<file path="config.mk">
export PLATFORM = sky130hd
export DESIGN_NAME = acc_cpu_core
export DESIGN_NICKNAME = d
export VERILOG_FILES = /design/src/rtl/acc_cpu_pkg.sv /design/src/rtl/acc_cpu_alu.sv /design/src/rtl/acc_cpu_agu.sv /design/src/rtl/acc_cpu_seq.sv /design/src/rtl/acc_cpu_core.sv
export SDC_FILE = /design/constraint.sdc
export NUM_CORES = 1
export LEC_CHECK = 0
export BUFFER_PORTS_ARGS = -buffer_cell sky130_fd_sc_hd__buf_2
export CAP_MARGIN = 20
export CORE_MARGIN = 1
export CORE_UTILIZATION = 38
export CTS_BUF_LIST = sky130_fd_sc_hd__clkbuf_4 sky130_fd_sc_hd__clkbuf_8
export DETAILED_ROUTE_END_ITERATION = 6
export HOLD_SLACK_MARGIN = 0.02
export SYNTH_ARGS = -nofsm -noshare
export SYNTH_HDL_FRONTEND = slang
export SYNTH_SLANG_ARGS = --single-unit
</file>
<file path="constraint.sdc">
create_clock -name clk -period 8.5 [get_ports clk]
set_input_delay 1.7 -clock clk [delete_from_list [all_inputs] [get_ports clk]]
set_output_delay 1.7 -clock clk [all_outputs]
set_load 0.05 [all_outputs]
</file>
<file path="src/rtl/acc_cpu_pkg.sv">
package acc_cpu_pkg;

  localparam int OPC_W  = 4;
  localparam int MODE_W = 2;

  localparam logic [OPC_W-1:0] OP_LDA = 4'h0;
  localparam logic [OPC_W-1:0] OP_STA = 4'h1;
  localparam logic [OPC_W-1:0] OP_ADD = 4'h2;
  localparam logic [OPC_W-1:0] OP_SUB = 4'h3;
  localparam logic [OPC_W-1:0] OP_INC = 4'h4;
  localparam logic [OPC_W-1:0] OP_DEC = 4'h5;
  localparam logic [OPC_W-1:0] OP_CMP = 4'h6;
  localparam logic [OPC_W-1:0] OP_JMP = 4'h7;
  localparam logic [OPC_W-1:0] OP_JPE = 4'h8;
  localparam logic [OPC_W-1:0] OP_JPN = 4'h9;
  localparam logic [OPC_W-1:0] OP_LIX = 4'hA;

  typedef enum logic [MODE_W-1:0] {
    AM_IMM = 2'd0,
    AM_DIR = 2'd1,
    AM_IND = 2'd2,
    AM_IDX = 2'd3
  } amode_e;

  typedef enum logic [3:0] {
    ST_FADDR,
    ST_FREAD,
    ST_FCAP,
    ST_CIR,
    ST_DECODE,
    ST_PREAD,
    ST_PCAP,
    ST_PMAR,
    ST_OREAD,
    ST_OCAP,
    ST_STORE,
    ST_EXEC
  } state_e;

  function automatic logic op_is_jump(input logic [OPC_W-1:0] op);
    return (op == OP_JMP) || (op == OP_JPE) || (op == OP_JPN);
  endfunction

  function automatic logic op_uses_data(input logic [OPC_W-1:0] op);
    return (op == OP_LDA) || (op == OP_ADD) || (op == OP_SUB) ||
           (op == OP_CMP) || (op == OP_LIX);
  endfunction

endpackage

</file>
<file path="src/rtl/acc_cpu_alu.sv">
module acc_cpu_alu
  import acc_cpu_pkg::*;
#(
  parameter int DATA_W = 16
) (
  input  logic [OPC_W-1:0]  op,
  input  logic [DATA_W-1:0] a,
  input  logic [DATA_W-1:0] b,
  output logic [DATA_W-1:0] res,
  output logic              res_zero,
  output logic              res_ovf,
  output logic              acc_we,
  output logic              flag_we,
  output logic              is_equal
);

  localparam logic [DATA_W-1:0] ONE = DATA_W'(1);

  function automatic logic add_ovf(input logic [DATA_W-1:0] x, y, s);
    return (x[DATA_W-1] == y[DATA_W-1]) && (s[DATA_W-1] != x[DATA_W-1]);
  endfunction

  function automatic logic sub_ovf(input logic [DATA_W-1:0] x, y, s);
    return (x[DATA_W-1] != y[DATA_W-1]) && (s[DATA_W-1] != x[DATA_W-1]);
  endfunction

  always_comb begin
    res     = a;
    res_ovf = 1'b0;
    acc_we  = 1'b0;
    flag_we = 1'b0;
    case (op)
      OP_LDA: begin
        res    = b;
        acc_we = 1'b1;
      end
      OP_ADD: begin
        res     = a + b;
        res_ovf = add_ovf(a, b, a + b);
        acc_we  = 1'b1;
        flag_we = 1'b1;
      end
      OP_SUB: begin
        res     = a - b;
        res_ovf = sub_ovf(a, b, a - b);
        acc_we  = 1'b1;
        flag_we = 1'b1;
      end
      OP_INC: begin
        res     = a + ONE;
        res_ovf = add_ovf(a, ONE, a + ONE);
        acc_we  = 1'b1;
        flag_we = 1'b1;
      end
      OP_DEC: begin
        res     = a - ONE;
        res_ovf = sub_ovf(a, ONE, a - ONE);
        acc_we  = 1'b1;
        flag_we = 1'b1;
      end
      default: ;
    endcase
    res_zero = (res == '0);
    is_equal = (a == b);
  end

endmodule

</file>
<file path="src/rtl/acc_cpu_agu.sv">
module acc_cpu_agu #(
  parameter int DATA_W = 16,
  parameter int ADDR_W = 10
) (
  input  logic [ADDR_W-1:0] opd,
  input  logic [ADDR_W-1:0] ix,
  input  logic [ADDR_W-1:0] pc,
  output logic [ADDR_W-1:0] idx_addr,
  output logic [ADDR_W-1:0] rel_addr,
  output logic [DATA_W-1:0] imm_val
);

  function automatic logic [ADDR_W-1:0] offset_by(input logic [ADDR_W-1:0] base,
                                                  input logic [ADDR_W-1:0] off);
    logic signed [ADDR_W:0] soff;
    logic [ADDR_W:0] sum;
    soff = {off[ADDR_W-1], off};
    sum  = {1'b0, base} + soff;
    return sum[ADDR_W-1:0];
  endfunction

  assign idx_addr = opd + ix;
  assign rel_addr = offset_by(pc, opd);
  assign imm_val  = {{(DATA_W-ADDR_W){1'b0}}, opd};

endmodule

</file>
<file path="src/rtl/acc_cpu_seq.sv">
module acc_cpu_seq
  import acc_cpu_pkg::*;
(
  input  logic             clk,
  input  logic             rst,
  input  logic [OPC_W-1:0] op,
  input  amode_e           mode,
  output state_e           state
);

  state_e nxt;

  always_comb begin
    nxt = ST_FADDR;
    case (state)
      ST_FADDR: nxt = ST_FREAD;
      ST_FREAD: nxt = ST_FCAP;
      ST_FCAP:  nxt = ST_CIR;
      ST_CIR:   nxt = ST_DECODE;
      ST_DECODE: begin
        if (op == OP_STA) begin
          if (mode == AM_IMM)      nxt = ST_FADDR;
          else if (mode == AM_IND) nxt = ST_PREAD;
          else                     nxt = ST_STORE;
        end else if (op_is_jump(op)) begin
          nxt = (mode == AM_IND) ? ST_OREAD : ST_EXEC;
        end else if (op_uses_data(op)) begin
          if (mode == AM_IMM)      nxt = ST_EXEC;
          else if (mode == AM_IND) nxt = ST_PREAD;
          else                     nxt = ST_OREAD;
        end else begin
          nxt = ST_EXEC;
        end
      end
      ST_PREAD: nxt = ST_PCAP;
      ST_PCAP:  nxt = ST_PMAR;
      ST_PMAR:  nxt = (op == OP_STA) ? ST_STORE : ST_OREAD;
      ST_OREAD: nxt = ST_OCAP;
      ST_OCAP:  nxt = ST_EXEC;
      default:  nxt = ST_FADDR;
    endcase
  end

  always_ff @(posedge clk) begin
    if (rst) state <= ST_FADDR;
    else     state <= nxt;
  end

endmodule

</file>
<file path="src/rtl/acc_cpu_core.sv">
module acc_cpu_core
  import acc_cpu_pkg::*;
#(
  parameter  int DATA_W = 16,
  localparam int ADDR_W = DATA_W - OPC_W - MODE_W
) (
  input  logic              clk,
  input  logic              rst,
  output logic [ADDR_W-1:0] mem_addr,
  output logic              mem_rd,
  output logic              mem_wr,
  output logic [DATA_W-1:0] mem_wdata,
  input  logic [DATA_W-1:0] mem_rdata,
  output logic [2:0]        status
);

  state_e            state;
  logic [ADDR_W-1:0] pc, mar, ix;
  logic [DATA_W-1:0] mdr, cir, acc;
  logic              flag_z, flag_v, flag_e;

  // instruction fields
  logic [OPC_W-1:0]  op;
  amode_e            mode;
  logic [ADDR_W-1:0] opd;
  assign op   = cir[DATA_W-1 -: OPC_W];
  assign mode = amode_e'(cir[ADDR_W +: MODE_W]);
  assign opd  = cir[ADDR_W-1:0];

  // named events for the checker
  logic ev_fetch_rd, ev_exec, ev_take_jump;
  logic take_jump;
  assign ev_fetch_rd  = (state == ST_FREAD);
  assign ev_exec      = (state == ST_EXEC);
  assign take_jump    = (op == OP_JMP) || ((op == OP_JPE) && flag_e) ||
                        ((op == OP_JPN) && !flag_e);
  assign ev_take_jump = ev_exec && take_jump;

  acc_cpu_seq u_seq (
    .clk   (clk),
    .rst   (rst),
    .op    (op),
    .mode  (mode),
    .state (state)
  );

  logic [ADDR_W-1:0] idx_addr, rel_addr;
  logic [DATA_W-1:0] imm_val;

  acc_cpu_agu #(.DATA_W(DATA_W), .ADDR_W(ADDR_W)) u_agu (
    .opd      (opd),
    .ix       (ix),
    .pc       (pc),
    .idx_addr (idx_addr),
    .rel_addr (rel_addr),
    .imm_val  (imm_val)
  );

  logic [DATA_W-1:0] alu_res;
  logic alu_z, alu_v, alu_acc_we, alu_flag_we, alu_eq;

  acc_cpu_alu #(.DATA_W(DATA_W)) u_alu (
    .op       (op),
    .a        (acc),
    .b        (mdr),
    .res      (alu_res),
    .res_zero (alu_z),
    .res_ovf  (alu_v),
    .acc_we   (alu_acc_we),
    .flag_we  (alu_flag_we),
    .is_equal (alu_eq)
  );

  logic [ADDR_W-1:0] jump_target;
  always_comb begin
    case (mode)
      AM_IMM:  jump_target = rel_addr;
      AM_DIR:  jump_target = opd;
      AM_IND:  jump_target = mdr[ADDR_W-1:0];
      default: jump_target = idx_addr;
    endcase
  end

  always_ff @(posedge clk) begin
    if (rst) begin
      pc     <= '0;
      mar    <= '0;
      mdr    <= '0;
      cir    <= '0;
      acc    <= '0;
      ix     <= '0;
      flag_z <= 1'b0;
      flag_v <= 1'b0;
      flag_e <= 1'b0;
    end else begin
      case (state)
        ST_FADDR: mar <= pc;
        ST_FREAD: pc  <= pc + 1'b1;
        ST_FCAP, ST_PCAP, ST_OCAP: mdr <= mem_rdata;
        ST_CIR:   cir <= mdr;
        ST_DECODE: begin
          mar <= (mode == AM_IDX) ? idx_addr : opd;
          if (mode == AM_IMM) mdr <= imm_val;
        end
        ST_PMAR:  mar <= mdr[ADDR_W-1:0];
        ST_EXEC: begin
          if (alu_acc_we) acc <= alu_res;
          if (alu_flag_we) begin
            flag_z <= alu_z;
            flag_v <= alu_v;
          end
          if (op == OP_CMP) flag_e <= alu_eq;
          if (op == OP_LIX) ix <= mdr[ADDR_W-1:0];
          if (take_jump) pc <= jump_target;
        end
        default: ;
      endcase
    end
  end

  assign mem_addr  = mar;
  assign mem_rd    = (state == ST_FREAD) || (state == ST_PREAD) || (state == ST_OREAD);
  assign mem_wr    = (state == ST_STORE);
  assign mem_wdata = acc;
  assign status    = {flag_v, flag_z, flag_e};

endmodule

</file>
* Word level (Yosys, flattened, before mapping)
Index checks and enable logic that the tools add are counted. W data, S select, Z words.
Word-level totals: output and inout port bits 31, register bits after elaboration 85, bits of input ports 18
Operators by class: mux-type cells 21, add/sub/neg operators 7, bitwise logic cells 1, equal/unequal tests 33, reduce and logical (&&, ||, !) cells 33
Operators by type and width (count):
- $pmux W16 S5 | 1
- $pmux W10 S3 | 2
- $pmux W4 S10 | 1
- $eq A4 B3 Y1 const B | 8
- $pmux W16 S2 | 1
- $eq A4 B4 Y1 const B | 7
- $mux W4 | 7
- $add A10 B10 Y10 | 2
- $mux W10 | 2
- $pmux W10 S2 | 1
- $add A16 B1 Y16 const B | 1
- $add A16 B16 Y16 | 1
- $eq A16 B16 Y1 | 1
- $eq A4 B2 Y1 const B | 4
- $logic_not A16 Y1 | 1
- $mux W16 | 1
- $sub A16 B1 Y16 const B | 1
- $sub A16 B16 Y16 | 1
- $reduce_and A2 Y1 | 6
- $add A10 B1 Y10 const B | 1
- $logic_or A1 B1 Y1 | 10
- $eq A4 B1 Y1 const B | 2
- $logic_not A4 Y1 | 2
- $logic_and A1 B1 Y1 | 6
- other kinds (17) | 25

* Depth between registers and ports, before layout
Gate-level depths: netlist (run 1).
depth after elaboration 9, gate-level depth with buffers 13

* Modules after synthesis
Synthesis (run 1) repeated with hierarchy kept, for this count alone.
Unflattened totals: cell total of the unflattened synthesis 1067, area, all modules 8334.2 um2
Modules (own cells, without submodules):
- acc_cpu_core | instances 1, area an instance 4063.9 um2, seq. area each 1621.6 um2, cells an instance 449
- acc_cpu_alu | instances 1, area an instance 2950.3 um2, seq. area each 0.0 um2, cells an instance 454
- acc_cpu_agu | instances 1, area an instance 919.6 um2, seq. area each 0.0 um2, cells an instance 113
- acc_cpu_seq | instances 1, area an instance 400.4 um2, seq. area each 80.1 um2, cells an instance 51

* Worst setup path before layout (run 1)
Ideal clock, no wire load.
path kind register to register, start point reg acc[1], in the netlist mem_wdata[1], end point reg flag_z, stages on the path, launching flop included 13, data arrival time 3.416 ns, data required time 8.431 ns, path buffers 1, setup slack 5.015 ns, path through dfxtp_1 clkbuf_1 inv_1 fa_1 nor2_1 o31ai_1 a221o_1 a211o_1 a2111o_1 a2111oi_2 o2111a_1 nand4_1 o21ai_1
Between the ends: longest elaborated chain between the ends 3
RTL lines:
- from (decl) | line acc_cpu_core.sv:19 | logic [DATA_W-1:0] mdr, cir, acc;
- from (signal assigned) | line acc_cpu_core.sv:107 | if (alu_acc_we) acc <= alu_res;
- $sub A16 B1 Y16 (tied with other cells) | line acc_cpu_alu.sv:56 | res = a - ONE;
- $pmux W16 S5 (*) | line acc_cpu_alu.sv:32 | case (op)
- $logic_not A16 Y1 (*) | line acc_cpu_alu.sv:63 | res_zero = (res == '0);
- to (signal assigned) | line acc_cpu_core.sv:109 | flag_z <= alu_z;
- to (decl) | line acc_cpu_core.sv:20 | logic flag_z, flag_v, flag_e;
Every way passes the cells marked *; elsewhere a longest branch is shown, timed or not. A chain may end at the register's enable or synchronous reset.

* Worst setup path in the final report (run 1)
start point reg cir[15], end point reg flag_z
Between the ends: longest elaborated chain between the ends 4
RTL lines:
- from (decl) | line acc_cpu_core.sv:19
- from (signal assigned) | line acc_cpu_core.sv:100 | ST_CIR: cir <= mdr;
- parallel branches: the longest is 4 deep, another holds $pmux W16 S5
Parallel ways; which one is timed is not known.

==> results of run 1 <==
[flip-flops by register name, summed over array words and instances (netlist names)]
signal       flops
flag_z           1
flag_v           1
pc              10
mem_wdata       16
ix              10
flag_e           1
u_seq.state      4
cir             16
mdr             16
mem_addr        10
[kinds of logic after synthesis]
group | Yosys count | synth area share
buffers and inverters | 128 | 0.0667
XOR/XNOR | 28 | 0.0308
AND/OR/NAND/NOR | 431 | 0.259
flip-flops | 85 | 0.214
multiplexers | 32 | 0.0483
adder cells (fa/ha/maj) | 58 | 0.0951
AO/OA/AOI/OAI | 324 | 0.286
[report_power, final]
| group | leakage, nW | switching [mW] | internal, mW | total [mW] |
|---|---|---|---|---|
| sequential | 0.689 | 0.0292 | 0.413 | 0.442 |
| combinational | 2.56 | 0.160 | 0.0841 | 0.244 |
| clock | 0.104 | 0.171 | 0.146 | 0.317 |
[stage by stage]
stage          utilization  hold WS, ps  power, mW  worst slack, ps  cell area, µm²
2_1_floorplan            -          437      0.615             5010            7950
6_report             0.419          498       1.00             4900            8540
4_1_cts              0.419          505       1.01             4940            8540
5_1_grt              0.419          517       1.05             4730            8540
3_5_place_dp         0.409          486      0.690             5000            8340
3_3_place_gp         0.408          482      0.690             5020            8310
[layout make-up]
class	instances	area, µm²	area share
clock inverter	5	65.1	0.00762
multi-input combinational	873	5750	0.673
inverter	45	169	0.0198
timing repair buffer	64	380	0.0445
sequential	85	1700	0.199
clock buffer	10	138	0.0161
tap	270	338	0.0395
[worst reg2reg max path: cells and delay by family, from the launching register on]
family / cells / cell delay (ps)
compound gates: 6 / 1670
flops: 1 / 1030
simple gates: 3 / 840
[per-layer routing]
layer	track usage	wire length, µm	up-vias
li1	-	-	4013
met1	0.324	11800	3967
met2	0.441	13300	420
met3	0.0384	1720	98
met4	0.152	1490	0
met5	0	0	-
[cells in the final DEF (no fill, tap or decap), types with 26 or more instances in the layout]
cell	n
nor2_1	138
a21oi_1	82
nand2_1	103
ha_1	54
o21ai_0	46
dfxtp_1	85
nor3_1	34
mux2i_1	26
inv_1	44
buf_2	48
nand3_1	35
[final timing paths]
| path | startpoint | end | slack (ps) | depth (start not counted) |
|---|---|---|---|---|
| worst min register to register | mem_addr[8] | mem_addr[8] | 500 | 2 |
| worst max register to register | cir[15] | flag_z | 4900 | 9 |
| worst min-delay path | mem_addr[8] | mem_addr[8] | 500 | 2 |
| worst max-delay path | cir[15] | flag_z | 4900 | 9 |
==> flow_summary.yaml, run 1 <==
outcome:
  status: "completed"
clocking:
  cts-htree-levels: 3
  postCtsSetupBuffers: 0
  clock_latency_ps: 390
  clockBufferDepth: 2
  numCtsBuffers: 9
  cts_tree: "done"
  hold_buffers: 0
  postCtsResizedCells: 0
  cts.reportedPaths.clkPinSlew_ps: 100
  cts_num_sinks: 85
  root_buffer: "clkbuf_8"
synthesis:
  synth_area_leaders: "dfxtp_1, ha_1, nor2_1"
  synthFlopType: "dfxtp_1"
  synth_top_area_cell: "dfxtp_1"
  synthesis.area_um2: 7950
  netlist_top_cells_count: "nor2_1, nand2_1, dfxtp_1, a21oi_1, clkbuf_1"
  yosysMostFrequentCell: "nor2_1"
  ys_ff_latch: 85
  async_flop_share: 0
  synth_edf_count: 0
  avgSynthCellArea_um2: 7.32
  yosysTopAreaCellShare: 0.214
  syn_nets: 1162
  ys_warn_count: 0
  syn_inst: 1086
  ys_seq_area_frac: 0.214
  netlist-cell-type-count: 82
critical_path:
  cp_top_family: "compound AO/OA/AOI/OAI gates"
  worstPathCellList: "nor2_1 > nand2_1 > o221ai_1 > a211o_1 > a2111o_1 > a2111oi_2 > o2111a_1 > nand4_1 > o21ai_1"
  critPathKind: "reg2reg"
  crit_path_max_fanout: 29
  worstPathArrival_ps: 3920
  end_kind: "flop"
  crit_path_start_kind: "flop"
  path_buf_inv: 0
  critPathMaxStageDelay_ps: 1030
  crit_required_ps: 8820
  slowest_stage: "dfxtp_1"
detailed_routing:
  ant_nets: 0
  wirelength_um: 28300
  wl_per_cell_um: 20.9
  drc: 0
  drtPass1Iterations: 6
  num_vias: 8498
  first_iter_violations: 763
  vias_per_cell: 6.29
finish:
  nets: 1154
  nFillCells: 2127
  synthToLayoutAreaGrowth_pct: 7.44
  stdcell_count: 1352
  diodes: 0
  drive_gt1_frac: 0.104
placement:
  gp_congestion: 0.987
  portBuffers: 48
  dp.cells: 1337
  dp_hpwl_um: 20700
sta:
  worst_slew_pin_slew_ps: 1130
  fmax_mhz: 278
  setup_tns_ps: 0
  setup_viol: 0
  fin_crit_ps: 3600
  drv_slew: 0
  finClkSkew_ps: 14.1
  grt_setup_unrepaired: "false"
  hold_violations: 0
  min_period_over_period: 0.424
  slew_headroom: 0.248
run:
  timing.max_cap.violations: 0
power:
  max-vdd-ir-drop_mv: 0.0778
  power.density_nw_per_um2: 117
  p_leak_nw: 3.35
global_route:
  grtUsageTotal: 0.264
  grt_start_max_net_pins: 83
  grt_pass1_vias: 8022
  overflow: 0
  antenna_found_initial: 0
  grt_pass1_wl_um: 44400
worst_hold_path:
  hold_class: "reg2reg"
floorplan:
  die-area_um2: 21500
  num_io_pins: 49
  rows: 52
  core_area_um2: 20400
  start_util: 0.390
  dieHeight_um: 147
  die_w_um: 147
(Power assumes the default switching activity.)
==> run 2: changes to the inputs <==
clock period = 3.09 ns   (was 8.5 ns; I/O delays follow)
==> run 2 against run 1 <==
  * The flow now finishes with violations (setup timing)
  * First-iteration DRC count increased by 3.8%
  * Worst setup slack got worse by 5000 ps
  * Count of clock-buffer cells in the layout decreased by 1
  * Sequential share of layout area decreased by 1.8 points
  * Hold slack got worse by 25 ps
  * Register-to-register slack got worse by 5000 ps
  * Critical path type unchanged
  * Critical endpoint unchanged
  * Largest power group unchanged
  * Highest routed layer unchanged
==> flow_summary.yaml, run 2 (same netlist as run 1, synthesis figures left out) <==
floorplan:
  start_util: 0.390
  core_area_um2: 20400
  die-area_um2: 21500
  die_w_um: 147
  dieHeight_um: 147
  num_io_pins: 49
  rows: 52
clocking:
  clock_latency_ps: 400
  clockBufferDepth: 2
  cts-htree-levels: 3
  root_buffer: "clkbuf_8"
  numCtsBuffers: 9
  cts_num_sinks: 85
  cts_tree: "done"
  cts.reportedPaths.clkPinSlew_ps: 110
outcome:
  violations: "setup timing"
  status: "finished, violations left"
finish:
  nets: 1263
  synthToLayoutAreaGrowth_pct: 18.9
  fin_util: 0.464
  final_common_cell: "nor2_1"
  diodes: 0
  stdcell_count: 1462
  postLayoutCellArea_um2: 9450
  drive_gt1_frac: 0.205
  final_cell_mix: "nor2_1, buf_4, nand2_1"
  nFillCells: 2084
critical_path:
  critPathKind: "reg2reg"
  crit_path_max_fanout: 5
  end_kind: "flop"
  reg2reg_from: "mem_wdata[0]"
  timing.reg2reg.setup_slack_ps: -80
  r2r-end: "flag_z"
  crit_required_ps: 3420
  worstPathArrival_ps: 3500
  reg2regPathDepth: 13
  crit_path_start_kind: "flop"
sta:
  fin_crit_ps: 3170
  worst_slew_pin_slew_ps: 777
  setup_viol: 1
  hold_violations: 0
  grt_setup_unrepaired: "true"
  drv_slew: 0
  fmax_mhz: 315
  timing.final.ws_setup_ps: -84.2
  min_period_over_period: 1.03
  slew_headroom: 0.480
  finClkSkew_ps: 10.7
global_route:
  grt_pass1_vias: 8523
  grt_start_max_net_pins: 52
  overflow: 0
  antenna_found_initial: 0
  grtUsageTotal: 0.278
  grt_pass1_wl_um: 47000
worst_hold_path:
  hold_start: "mem_rdata[15]"
  whs_endpoint: "mdr[15]"
  hold_class: "in2reg"
  min_path_cells: 3
detailed_routing:
  vias_per_cell: 6.06
  wirelength_um: 29700
  wl_per_cell_um: 20.3
  num_vias: 8853
  drc: 0
  ant_nets: 0
  first_iter_violations: 792
  drtPass1Iterations: 5
power:
  combPwrFrac: 0.292
  swShare: 0.381
  power.density_nw_per_um2: 302
  p_seq_frac: 0.409
  power.switching_mw: 1.09
  max-vdd-ir-drop_mv: 0.244
  power_mw: 2.85
  p_int_mw: 1.76
  clkPwrFrac: 0.300
  p_leak_nw: 3.90
placement:
  dp_hpwl_um: 22900
  portBuffers: 48
  dp.cells: 1445
  placed_cell_area_um2: 9160
  gp_congestion: 0.974
run:
  timing.max_cap.violations: 0
[run 2: cell types whose count changed in the layout (fill, tap and decap cells not counted), sizes merged]
cell      delta
buf        +109
bufinv       -1
clkbuf       -1
clkinv       +1
clkinvlp     +1
inv          +1
[run 2: routing by layer]
layer,routed length (µm),global-route usage
met3,1970,0.0425
met4,1310,0.125
met2,14200,0.473
met1,12300,0.344
met5,0,0
[run 2: cell type report]
class,count,area (µm²),share of cell area
inverters,45,169,0.0179
repair buffers,173,1200,0.127
flip-flops and latches,85,1720,0.181
well taps,270,338,0.0357
multi-input cells,873,5830,0.616
clock inverters,7,75.1,0.00794
clock buffers,9,124,0.0131
[run 2: power by group through the flow]
stage          Sequential, mW  Combinational, mW  Clock (mW)
2_1_floorplan            1.25              0.441           0
3_3_place_gp             1.19              0.799           0
4_1_cts                  1.16              0.808       0.874
5_1_grt                  1.17              0.899       0.913
6_report                 1.16              0.832       0.855
3_5_place_dp             1.19              0.795           0
[run 2: timing repair]
action,CTS,global route
resized for setup,9,12
setup endpoints to repair,1,5
hold buffers,0,0
pin swaps,5,0
setup buffers,1,0
[run 2: worst max-delay path by stage]
stage	start	endpoint	slack [ps]	depth (start not counted)
floorplan	mem_wdata[1]	flag_z	10	12
global placement	mdr[0]	flag_z	-50	13
detailed placement	mdr[0]	flag_z	-150	13
CTS	mdr[2]	flag_z	4	12
global route	mem_wdata[0]	flag_z	-270	13
finish	mem_wdata[0]	flag_z	-80	13
[run 2: critical path, cell delays in order, from the launching register on]
cell	delay [ps]
dfxtp_4	370
inv_2	50
buf_4	150
ha_1	240
or4b_1	570
nor3b_1	240
o41ai_1	110
o31ai_1	110
nand4b_1	300
a2111oi_4	390
buf_4	180
o2111a_1	180
nand4_1	90
o21ai_1	130
[run 2: through the flow]
stage | TNS (ps) | hold WS (ps) | worst slack, ps
floorplan | 0 | 437 | 10.9
global placement | -45.1 | 479 | -45.1
detailed placement | -149 | 477 | -149
CTS | 0 | 463 | 4.50
global route | -268 | 476 | -268
finish | -84.2 | 474 | -84.2
